<file path="config.mk">
export PLATFORM = sky130hd
export DESIGN_NAME = alert_responder
export DESIGN_NICKNAME = d
export VERILOG_FILES = /design/src/rtl/alert_resp_pkg.sv /design/src/rtl/ar_bus_sampler.sv /design/src/rtl/ar_alarm_ctrl.sv /design/src/rtl/ar_link.sv /design/src/rtl/alert_responder.sv
export SDC_FILE = /design/constraint.sdc
export NUM_CORES = 1
export LEC_CHECK = 0
export ABC_AREA = 1
export BUFFER_PORTS_ARGS = -buffer_cell sky130_fd_sc_hd__buf_2
export CORE_ASPECT_RATIO = 1.25
export CORE_UTILIZATION = 52
export CTS_CLUSTER_DIAMETER = 30
export CTS_CLUSTER_SIZE = 16
export DETAILED_ROUTE_END_ITERATION = 7
export PLACE_DENSITY = 0.79
export SKIP_LAST_GASP = 1
export SLEW_MARGIN = 20
export SYNTH_ARGS = -nofsm -noshare
export SYNTH_HDL_FRONTEND = slang
export SYNTH_HIERARCHICAL = 1
export SYNTH_SLANG_ARGS = --single-unit
</file>
<file path="constraint.sdc">
create_clock -name clk -period 1.45 [get_ports clk]
set_input_delay 0.29 -clock clk [delete_from_list [all_inputs] [get_ports clk]]
set_output_delay 0.29 -clock clk [all_outputs]
set_load 0.02 [all_outputs]
</file>
<file path="src/rtl/alert_resp_pkg.sv">
package alert_resp_pkg;
  localparam logic [6:0] ARA_ADDR = 7'b0001100;

  typedef enum logic [2:0] {
    LNK_IDLE,
    LNK_ADDR,
    LNK_ACK,
    LNK_SEND,
    LNK_HOLD
  } link_state_t;
endpackage

</file>
<file path="src/rtl/ar_bus_sampler.sv">
module ar_bus_sampler #(
  parameter int SYNC_STAGES = 2
) (
  input  logic clk,
  input  logic rst,
  input  logic scl_in,
  input  logic sda_in,
  output logic sda_s,
  output logic start_p,
  output logic stop_p,
  output logic rise_p,
  output logic fall_p
);
  logic [SYNC_STAGES-1:0] scl_sh, sda_sh;
  logic scl_now, scl_d, sda_d;

  generate
    if (SYNC_STAGES == 1) begin : g_one
      always_ff @(posedge clk) begin
        if (rst) begin
          scl_sh <= '1;
          sda_sh <= '1;
        end else begin
          scl_sh <= scl_in;
          sda_sh <= sda_in;
        end
      end
    end else begin : g_many
      always_ff @(posedge clk) begin
        if (rst) begin
          scl_sh <= '1;
          sda_sh <= '1;
        end else begin
          scl_sh <= {scl_sh[SYNC_STAGES-2:0], scl_in};
          sda_sh <= {sda_sh[SYNC_STAGES-2:0], sda_in};
        end
      end
    end
  endgenerate

  assign scl_now = scl_sh[SYNC_STAGES-1];
  assign sda_s   = sda_sh[SYNC_STAGES-1];

  always_ff @(posedge clk) begin
    if (rst) begin
      scl_d <= 1'b1;
      sda_d <= 1'b1;
    end else begin
      scl_d <= scl_now;
      sda_d <= sda_s;
    end
  end

  // SDA moving while SCL stays high marks bus framing
  assign start_p = scl_now & scl_d & sda_d & ~sda_s;
  assign stop_p  = scl_now & scl_d & ~sda_d & sda_s;
  assign rise_p  = scl_now & ~scl_d;
  assign fall_p  = ~scl_now & scl_d;
endmodule

</file>
<file path="src/rtl/ar_alarm_ctrl.sv">
module ar_alarm_ctrl #(
  parameter int NUM_ALARMS = 4
) (
  input  logic                  clk,
  input  logic                  rst,
  input  logic [NUM_ALARMS-1:0] alarm_in,
  input  logic                  clr_we,
  input  logic [NUM_ALARMS-1:0] clr_mask,
  input  logic                  win_p,
  output logic                  irq,
  output logic                  mon_run
);
  logic [NUM_ALARMS-1:0] status;
  logic [NUM_ALARMS-1:0] kept;

  assign kept = clr_we ? (status & ~clr_mask) : status;

  always_ff @(posedge clk) begin
    if (rst) begin
      status  <= '0;
      mon_run <= 1'b1;
      irq     <= 1'b0;
    end else begin
      status <= kept | (mon_run ? alarm_in : '0);
      if (win_p) begin
        // identified: release alert and hold off monitoring
        irq     <= 1'b0;
        mon_run <= 1'b0;
      end else begin
        if (clr_we) mon_run <= 1'b1;
        if (mon_run && (|status)) irq <= 1'b1;
      end
    end
  end
endmodule

</file>
<file path="src/rtl/ar_link.sv">
module ar_link
  import alert_resp_pkg::*;
#(
  parameter logic [6:0] OWN_ADDR = 7'h2A
) (
  input  logic clk,
  input  logic rst,
  input  logic sda_s,
  input  logic start_p,
  input  logic stop_p,
  input  logic rise_p,
  input  logic fall_p,
  input  logic irq,
  output logic sda_oe,
  output logic win_p
);
  localparam logic [7:0] MATCH_BYTE = {ARA_ADDR, 1'b1};
  localparam logic [7:0] TX_WORD    = {OWN_ADDR, 1'b1};

  link_state_t state;
  logic [3:0]  cnt;
  logic [7:0]  rx_sh;
  logic [7:0]  tx_sh;

  assign win_p = (state == LNK_SEND) && fall_p && (cnt == 4'd7) && !start_p && !stop_p;

  always_ff @(posedge clk) begin
    if (rst) begin
      state  <= LNK_IDLE;
      cnt    <= '0;
      rx_sh  <= '0;
      tx_sh  <= '0;
      sda_oe <= 1'b0;
    end else if (start_p) begin
      state  <= LNK_ADDR;
      cnt    <= '0;
      sda_oe <= 1'b0;
    end else if (stop_p) begin
      state  <= LNK_IDLE;
      sda_oe <= 1'b0;
    end else begin
      unique case (state)
        LNK_ADDR: begin
          if (rise_p && cnt < 4'd8) begin
            rx_sh <= {rx_sh[6:0], sda_s};
            cnt   <= cnt + 4'd1;
          end
          if (fall_p && cnt == 4'd8) begin
            if (rx_sh == MATCH_BYTE && irq) begin
              state  <= LNK_ACK;
              sda_oe <= 1'b1;
            end else begin
              state <= LNK_HOLD;
            end
          end
        end
        LNK_ACK: begin
          if (fall_p) begin
            state  <= LNK_SEND;
            tx_sh  <= TX_WORD;
            sda_oe <= ~TX_WORD[7];
            cnt    <= '0;
          end
        end
        LNK_SEND: begin
          if (rise_p && tx_sh[7] && !sda_s) begin
            // released a one, line reads zero: another responder wins
            state  <= LNK_HOLD;
            sda_oe <= 1'b0;
          end else if (fall_p) begin
            if (cnt == 4'd7) begin
              state  <= LNK_HOLD;
              sda_oe <= 1'b0;
            end else begin
              tx_sh  <= {tx_sh[6:0], 1'b0};
              sda_oe <= ~tx_sh[6];
              cnt    <= cnt + 4'd1;
            end
          end
        end
        default: ;
      endcase
    end
  end
endmodule

</file>
<file path="src/rtl/alert_responder.sv">
module alert_responder #(
  parameter logic [6:0] OWN_ADDR    = 7'h2A,
  parameter int         NUM_ALARMS  = 4,
  parameter int         SYNC_STAGES = 2
) (
  input  logic                  clk,
  input  logic                  rst,
  input  logic                  scl_in,
  input  logic                  sda_in,
  output logic                  sda_oe,
  output logic                  alert_oe,
  output logic                  monitor_en,
  input  logic [NUM_ALARMS-1:0] alarm_in,
  input  logic                  clr_we,
  input  logic [NUM_ALARMS-1:0] clr_mask
);
  logic sda_s, start_p, stop_p, rise_p, fall_p;
  logic win_p, irq, mon_run;

  ar_bus_sampler #(.SYNC_STAGES(SYNC_STAGES)) u_sampler (
    .clk(clk), .rst(rst), .scl_in(scl_in), .sda_in(sda_in),
    .sda_s(sda_s), .start_p(start_p), .stop_p(stop_p),
    .rise_p(rise_p), .fall_p(fall_p)
  );

  ar_link #(.OWN_ADDR(OWN_ADDR)) u_link (
    .clk(clk), .rst(rst), .sda_s(sda_s), .start_p(start_p),
    .stop_p(stop_p), .rise_p(rise_p), .fall_p(fall_p), .irq(irq),
    .sda_oe(sda_oe), .win_p(win_p)
  );

  ar_alarm_ctrl #(.NUM_ALARMS(NUM_ALARMS)) u_alarm (
    .clk(clk), .rst(rst), .alarm_in(alarm_in), .clr_we(clr_we),
    .clr_mask(clr_mask), .win_p(win_p), .irq(irq), .mon_run(mon_run)
  );

  assign alert_oe   = irq;
  assign monitor_en = mon_run;
endmodule

</file>
==> results of run 1 <==
metrics by stage:
step,worst slack [ns],setup TNS [ns]
3_5_place_dp,-0.0448,-0.162
2_1_floorplan,0.0588,0
4_1_cts,-0.0304,-0.0859
6_report,-0.0428,-0.0697
5_1_grt,-0.139,-1.29
3_3_place_gp,-0.0156,-0.0402
synthesized netlist by cell type, drive strengths merged:
cell type / number / area [µm²]
nand3b: 1 / 7.51
nand3: 19 / 100
buf: 4 / 35.0
dfxtp: 36 / 721
nor3b: 1 / 7.51
or2: 4 / 25.0
nor4: 1 / 6.26
a21oi: 21 / 105
o21ai: 12 / 63.8
nor2: 50 / 205
ha: 2 / 25.0
nor3: 2 / 10.0
inv: 33 / 124
clkinv: 1 / 3.75
nand4: 3 / 18.8
nand2: 72 / 288
per-layer routing:
| metal | wire length (µm) | share of wire, % | up-vias |
|---|---|---|---|
| met2 | 2360 | 54 | 32 |
| met5 | 0 | 0 | - |
| met1 | 1730 | 40 | 820 |
| met3 | 143 | 3.3 | 10 |
| li1 | - | - | 921 |
| met4 | 117 | 2.7 | 0 |
power by group:
group          internal [W]  switching (W)  total, W
sequential          0.00101      0.0000165   0.00103
combinational     0.0000818       0.000112  0.000194
clock              0.000509       0.000368  0.000876
total               0.00160       0.000496   0.00210
state kept, by name, summed over array words and instances (netlist names):
signal,count
u_link/sda_oe,1
u_sampler/scl_sh,2
u_alarm/mon_run,1
u_link/rx_sh,8
u_link/state,3
u_link/tx_sh,8
u_sampler/sda_sh,2
u_sampler/sda_d,1
u_alarm/status,4
u_alarm/irq,1
u_link/cnt,4
u_sampler/scl_d,1
repair_timing:
item | CTS | global route
gates cloned | 0 | 0
setup endpoints to repair | 20 | 26
setup buffers | 3 | 7
gates resized for setup | 15 | 42
pin swaps | 8 | 30
cells by family (layout without fill, tap and decap cells):
family | after synthesis | after routing | synth area share [%]
flops | 36 | 36 | 41.3
fa+ha+maj | 2 | 2 | 1.43
buf+inv | 38 | 88 | 9.32
compound gates | 33 | 33 | 9.68
simple gates | 153 | 153 | 38.3
cell type report:
| type | instances | share of cell area, % |
|---|---|---|
| Multi-Input combinational cell | 188 | 43.4 |
| Clock inverter | 3 | 1.80 |
| Clock buffer | 5 | 2.91 |
| Sequential cell | 36 | 30.6 |
| Inverter | 34 | 5.44 |
| Tap cell | 37 | 1.95 |
| Timing Repair Buffer | 46 | 13.8 |
path summary, 6_finish.rpt:
kind,end,cells past startpoint
hold reg to reg,u_sampler/scl_sh[1]$_SDFF_PP1_,1
hold / removal,u_sampler/scl_sh[0]$_SDFF_PP1_,2
setup / recovery,u_link/state[1]$_SDFFE_PP0P_,9
setup reg to reg,u_link/state[1]$_SDFFE_PP0P_,9
==> flow_summary.yaml, run 1 <==
sta:
  fin_crit_ns: 1.49
  slew_viol_final: 0
  tightest_slew_ns: 0.342
  fin_hold_ws_ns: 0.175
  setup_viol: 4
  finalHoldViolCount: 0
  skew_ns: 0.00900
  clock.fmax_ghz: 0.670
  slew_headroom_pct: 77.2
  rsz0062_at_grt: "true"
  fin_crit_sh_pct: 103
  setup_slack_ns: -0.0428
die:
  io_pins: 16
  dieArea_um2: 3590
  core_um2: 3190
  num_rows: 23
  die_w_um: 53.8
  die_h_um: 66.8
  initial_utilization_pct: 54.6
global_route:
  grt_use_met3_pct: 4.79
  grt_util_met2_pct: 47.8
  grt_max_degree: 14
  antenna_found_initial: 0
  grt.total_usage_pct: 26.0
  grt-ovfl-total: 0
  grt_pass1_vias: 1586
  grt_use_met1_pct: 27.5
  grt_first_pass_wirelength_mm: 6.60
  busiest_layer: "met2"
pwr:
  p_leak_nw: 1.06
  p_total_w: 0.00210
  irDropWorstVdd_uv: 1140
  power.density_nw_per_um2: 887
drt:
  drc: 0
  vias: 1783
  drt-total-wl_mm: 4.34
  drtAntennaViolNets: 0
  drt_iter0_markers: 45
  avgViaCountPerCell: 5.11
  first_pass_iters: 4
  wl_per_cell_um: 12.4
critical_path:
  r2r_start: "u_sampler/scl_d$_SDFF_PP1_"
  cpPeakStageDelay_ns: 0.37
  path_class: "reg2reg"
  path_delay_family: "simple AND/OR/NAND/NOR gates"
  worstPathCellList: "inv_1 -> nor2_4 -> buf_6 -> nand4_1 -> nand2_2 -> nand2_4 -> nor2_4 -> nand3_2 -> a21oi_2"
  crit_fanout: 5
  cp_slowest_cell: "dfxtp_2"
  cp_num_buf_inv: 2
  startpoint_type: "flip-flop"
  required_ns: 1.69
  cp-end-kind: "flip-flop"
  path_common_cell: "nor2_4"
  r2r_slack_ns: -0.04
  startpoint: "u_sampler/scl_d$_SDFF_PP1_"
  cp.arrival_ns: 1.73
layout:
  nFillCells: 249
  stdcell_count: 349
  post-route-util_pct: 74.1
  layout_commonest_cell: "nand2_1"
  multi_input_area_um2: 1030
  layout.nets: 326
  regArea_um2: 726
  layout_common_cells: "nand2_1 (56), nor2_1 (34), dfxtp_1 (32), buf_4 (28), inv_1 (28)"
  final_layout_size_suffix_gt1_share_pct: 35.6
  n_antenna_cell: 0
  syn_to_final_growth_pct: 35.7
  design_area_um2: 2370
cts:
  clockRootBuffer: "clkbuf_8"
  cts_max_path_buffers: 2
  cts_sinks: 36
  path_clk_slew_ns: 0.08
  cts_max_level: 2
  holdBufCountCts: 0
  clk_latency_ns: 0.29
  cts-buffers-inserted: 5
  cts_tree: "built"
place:
  dpl.cell_count: 332
  dp_hpwl_mm: 2.86
  placed_cell_area_um2: 2010
  port_buffers: 15
  gp_congestion: 0.873
synthesis:
  ys_ff_latch: 36
  synth_cells: 262
  yosysWarnings: 6
  syn_area_per_cell_um2: 6.66
  synth_nets: 277
  netlist_area_um2: 1750
  yosysSeqAreaShare_pct: 41.3
  synth.distinct_cells: 26
worst_hold_path:
  min_path_type: "in2reg"
  min_from: "scl_in"
job:
  maxCapViolCount: 0
outcome:
  outcome: "complete, but fails checks"
  violations: "setup timing"
Note: power is estimated with default switching activity, not from simulation.
==> run 2: changes to the inputs <==
- BUFFER_PORTS_ARGS: -buffer_cell sky130_fd_sc_hd__buf_2 -> -buffer_cell sky130_fd_sc_hd__buf_4
- CORE_UTILIZATION: 52 -> 50
- PLACE_DENSITY: 0.79 -> 0.77
==> run 2 against run 1 <==
The run still ends with setup timing left. Clock skew shrank 0.0029 ns. Sequential share of layout area shrank 0.066 points. Register-to-register slack lost 0.03 ns. Global-route usage shrank 1.7 points. Die area grew 3.9%. Critical endpoint is now u_link/tx_sh[2]$_SDFFE_PP0P_. Largest cell class unchanged. Largest power group unchanged. Highest routed layer unchanged.
==> flow_summary.yaml, run 2 (synthesis results as in run 1) <==
layout:
  final_layout_size_suffix_gt1_share_pct: 36.7
  layout.nets: 326
  syn_to_final_growth_pct: 37.6
  stdcell_count: 348
  layout_common_cells: "nand2_1 (53), buf_4 (42), nor2_1 (35), dfxtp_1 (29), inv_1 (28)"
  top_regs: "u_link/rx_sh x8, u_link/tx_sh x8"
  multi_input_area_um2: 1040
  layout_commonest_cell: "nand2_1"
  regArea_um2: 734
  nFillCells: 242
  n_antenna_cell: 0
global_route:
  grt_pass1_vias: 1537
  grt.total_usage_pct: 24.3
  grt_max_degree: 14
  grt_first_pass_wirelength_mm: 6.43
  grt-ovfl-total: 0
  antenna_found_initial: 0
die:
  initial_utilization_pct: 53.2
  num_rows: 23
  dieArea_um2: 3730
  die_h_um: 68.1
  core_um2: 3280
  die_w_um: 54.8
  io_pins: 16
critical_path:
  cpPeakStageDelay_ns: 0.35
  r2r_slack_ns: -0.07
  path_class: "reg2reg"
  startpoint_type: "flip-flop"
  path_delay_family: "simple AND/OR/NAND/NOR gates"
  cp_slowest_cell: "dfxtp_2"
  crit_cells: 11
  cp.arrival_ns: 1.70
  startpoint: "u_sampler/sda_sh[1]$_SDFF_PP1_"
  r2r_start: "u_sampler/sda_sh[1]$_SDFF_PP1_"
  cp_num_buf_inv: 2
  cp-endpoint: "u_link/tx_sh[2]$_SDFFE_PP0P_"
  worstPathCellList: "inv_2 -> nand2_2 -> nor2_2 -> nor2_1 -> inv_1 -> nor2_2 -> o21ai_2 -> nor2_4 -> nand3_4 -> nor2_1 -> nor2_1"
  crit_fanout: 6
  cp-end-kind: "flip-flop"
  reg2reg_depth: 11
  reg2reg_to: "u_link/tx_sh[2]$_SDFFE_PP0P_"
  path_common_cell: "nor2_1"
  required_ns: 1.63
cts:
  path_clk_slew_ns: 0.07
  cts_max_level: 2
  clk_latency_ns: 0.29
  cts_tree: "built"
  clockRootBuffer: "clkbuf_8"
  cts_sinks: 36
  cts-buffers-inserted: 5
  cts_max_path_buffers: 2
worst_hold_path:
  min_path_type: "in2reg"
  whs_path_depth: 2
drt:
  avgViaCountPerCell: 5.34
  drc: 0
  drt_iter0_markers: 70
  drtAntennaViolNets: 0
  first_pass_iters: 4
  drt-total-wl_mm: 4.59
  wl_per_cell_um: 13.2
  vias: 1857
pwr:
  p_total_w: 0.00199
  irDropWorstVdd_uv: 1030
  power.density_nw_per_um2: 830
  p_leak_nw: 1.06
job:
  maxCapViolCount: 0
sta:
  slew_headroom_pct: 77.8
  tightest_slew_ns: 0.333
  slew_viol_final: 0
  fin_crit_sh_pct: 105
  finalHoldViolCount: 0
  rsz0062_at_grt: "true"
  fin_crit_ns: 1.52
  skew_ns: 0.00611
  setup_viol: 14
  clock.fmax_ghz: 0.657
  setup_slack_ns: -0.0726
  tns_ns: -0.531
outcome:
  violations: "setup timing"
  outcome: "complete, but fails checks"
place:
  gp_congestion: 0.893
  place_ws_ns: -0.0539
  dpl.cell_count: 334
  port_buffers: 15
  dp_hpwl_mm: 2.78
run 2: layer usage:
layer	wire [µm]	GRT usage, %	vias to the layer above
li1	-	-	919
met1	1830	29.6	849
met2	2300	39.6	69
met3	259	4.89	20
met4	207	12.2	0
met5	0	0	-
run 2: worst min-delay path by stage:
stage,start,end,slack [ns]
6_report,scl_in,u_sampler/scl_sh[0]$_SDFF_PP1_,0.18
2_1_floorplan,rst,u_alarm/status[0]$_SDFF_PP0_,0.36
4_1_cts,scl_in,u_sampler/scl_sh[0]$_SDFF_PP1_,0.18
3_5_place_dp,u_sampler/scl_sh[0]$_SDFF_PP1_,u_sampler/scl_sh[1]$_SDFF_PP1_,0.39
3_3_place_gp,u_sampler/sda_sh[0]$_SDFF_PP1_,u_sampler/sda_sh[1]$_SDFF_PP1_,0.39
5_1_grt,scl_in,u_sampler/scl_sh[0]$_SDFF_PP1_,0.18
run 2: stage by stage:
step | hold slack [ns] | utilization, % | area, µm²
6_report | 0.183 | 73.2 | 2400
5_1_grt | 0.179 | 73.2 | 2400
4_1_cts | 0.178 | 67.2 | 2200
3_5_place_dp | 0.389 | 62.5 | 2050
3_3_place_gp | 0.385 | 62.5 | 2050
2_1_floorplan | 0.359 | - | 1750
run 2: layout make-up:
class | instances | share of cell area, %
clock buffer | 7 | 4.01
multi-input combinational | 188 | 43.1
inverter | 34 | 5.36
timing repair buffer | 46 | 15.0
sequential | 36 | 30.6
tap | 37 | 1.93
run 2: where the power goes:
group,internal [W],switching [W]
clock network,0.000423,0.000330
registers,0.00101,0.0000177
logic,0.0000955,0.000116
run 2: timing repair:
item / in CTS / in global routing
pin swaps: 8 / 25
hold buffers: 0 / 0
setup buffers: 3 / 4
gates resized for setup: 13 / 53
endpoints found under the setup margin: 18 / 26
endpoints found under the hold margin: 0 / 0
==> run 3: changes to the inputs <==
- GPL_TIMING_DRIVEN: default -> 0
- PLACE_DENSITY: 0.77 -> 0.74
- clock period: 1.45 -> 1.84 ns (I/O delays scaled with it)
==> run 3 against run 2 <==
The flow now finishes without violations. Critical path depth fell by 3. Die area did not move. Global-route usage fell by 2.8 points. Via count fell by 16%. Sequential cell count did not move. Worst setup slack improved by 0.29 ns. Core utilization fell by 12 points. Design area fell by 17%. Largest power group unchanged.
==> flow_summary.yaml, run 3 (synthesis results as in run 1) <==
outcome:
  outcome: "finished clean"
sta:
  fin_crit_sh_pct: 88.2
  tns_ns: 0
  skew_ns: 0.00226
  setup_viol: 0
  slew_viol_final: 0
  finalHoldViolCount: 0
  slew_headroom_pct: 78.2
  rsz0062_at_grt: "false"
  setup_slack_ns: 0.216
  clock.fmax_ghz: 0.616
  tightest_slew_ns: 0.324
  fin_crit_ns: 1.62
critical_path:
  startpoint_type: "flip-flop"
  crit_fanout: 5
  path_class: "reg2reg"
  required_ns: 2.02
  cp-end-kind: "flip-flop"
  cp.arrival_ns: 1.80
global_route:
  grt-ovfl-total: 0
  grt_pass1_vias: 1373
  grt_max_degree: 18
  antenna_found_initial: 0
  grt.total_usage_pct: 21.5
  grt_first_pass_wirelength_mm: 5.73
pwr:
  intPower_w: 0.00115
  irDropWorstVdd_uv: 822
  pwr-share-comb_pct: 7.7
  power.density_nw_per_um2: 754
  power_frac_clock_pct: 38.7
  p_sw_share_pct: 23.8
  p_sw_w: 0.000359
  seqPwrFrac_pct: 53.7
  p_leak_nw: 0.927
  p_total_w: 0.00151
layout:
  layout.nets: 299
  syn_to_final_growth_pct: 14.8
  top_regs: "u_link/rx_sh x8, u_link/tx_sh x8"
  nFillCells: 330
  design_area_um2: 2000
  layout_common_cells: "nand2_1 (67), nor2_1 (46), dfxtp_1 (36), inv_1 (32), a21oi_1 (21)"
  final_layout_size_suffix_gt1_share_pct: 13.7
  layout_commonest_cell: "nand2_1"
  n_antenna_cell: 0
cts:
  clockRootBuffer: "clkbuf_8"
  cts_tree: "built"
  cts_max_path_buffers: 2
  cts_setup_buffers: 0
  clk_latency_ns: 0.28
  cts-buffers-inserted: 5
  cts_sinks: 36
  cts_max_level: 2
  path_clk_slew_ns: 0.07
die:
  core_um2: 3280
  num_rows: 23
  initial_utilization_pct: 53.2
  die_h_um: 68.1
  dieArea_um2: 3730
  io_pins: 16
  die_w_um: 54.8
drt:
  drc: 0
  avgViaCountPerCell: 4.87
  first_pass_iters: 4
  wl_per_cell_um: 10.2
  drtAntennaViolNets: 0
  vias: 1567
  drt-total-wl_mm: 3.30
  drt_iter0_markers: 54
place:
  dp_hpwl_mm: 2.47
  placed_cell_area_um2: 1900
  gp_congestion: 0.911
  place_ws_ns: 0.124
  port_buffers: 15
worst_hold_path:
  min_path_type: "in2reg"
job:
  maxCapViolCount: 0
## run 3: cell count changes in the layout (fill, tap and decap cells not counted), moves of 5 or more
cell | before | now
buf_4 | 42 | 16
nand2_1 | 53 | 67
nand2_2 | 17 | 4
nor2_1 | 35 | 46
dfxtp_1 | 29 | 36
nor2_4 | 8 | 2
dfxtp_2 | 5 | 0
nor2_2 | 7 | 2
## run 3: path summary, 6_finish.rpt
path,startpoint,to,slack [ns],cells after the start
max reg2reg,u_link/cnt[0]$_SDFFE_PP0P_,u_alarm/mon_run$_SDFFE_PP1P_,0.22,8
min reg2reg,u_sampler/sda_sh[0]$_SDFF_PP1_,u_sampler/sda_sh[1]$_SDFF_PP1_,0.40,1
max,u_link/cnt[0]$_SDFFE_PP0P_,u_alarm/mon_run$_SDFFE_PP1P_,0.22,8
min,sda_in,u_sampler/sda_sh[0]$_SDFF_PP1_,0.26,2
## run 3: repair_timing
| action | CTS | global route |
|---|---|---|
| hold endpoints to repair | 0 | 0 |
| resized for setup | 0 | 1 |
| hold buffers | 0 | 0 |
| endpoints found under the setup margin | 0 | 7 |
## run 3: metrics by stage
stage | hold WS (ns) | cells | utilization (%)
after floorplan | 0.383 | 262 | -
after global placement | 0.385 | 314 | 58.0
after detailed placement | 0.388 | 314 | 58.0
after CTS | 0.252 | 322 | 61.0
after global routing | 0.248 | 322 | 61.1
final | 0.259 | 322 | 61.1
## run 3: critical path, stage by stage (launching register included)
cell and delay, ns:
dfxtp_1 0.41, ha_1 0.23, nand2_1 0.08, nor2_1 0.18, nand2_1 0.11, nor4_1 0.26
inv_1 0.11, o21ai_0 0.08, nand2_1 0.06
## run 3: cell type report
type                       count  area [µm²]  area share, %
buffer                         4        35.0           1.75
clock buffer                   6        82.6           4.12
clock inverter                 2        15.0          0.749
inverter                      34         128           6.37
multi-input combinational    188         865           43.1
sequential                    36         721           36.0
tap                           37        46.3           2.31
timing repair buffer          15         113           5.62
## run 3: routing by layer
layer	global-route usage [%]	part of all wire (%)	vias up
met5	0	0	-
met4	9.29	1.6	0
met3	6.22	2.6	4
met2	34.0	48	17
met1	26.4	48	685
li1	-	-	861
## run 3: power groups by stage
| stage | Sequential (W) | Clock (W) | Combinational [W] |
|---|---|---|---|
| final | 0.000811 | 0.000584 | 0.000116 |
| after global routing | 0.000814 | 0.000642 | 0.000133 |
| after CTS | 0.000811 | 0.000602 | 0.000117 |
| after detailed placement | 0.000829 | 0 | 0.000117 |
| after global placement | 0.000829 | 0 | 0.000115 |
| after floorplan | 0.000830 | 0 | 0.0000699 |
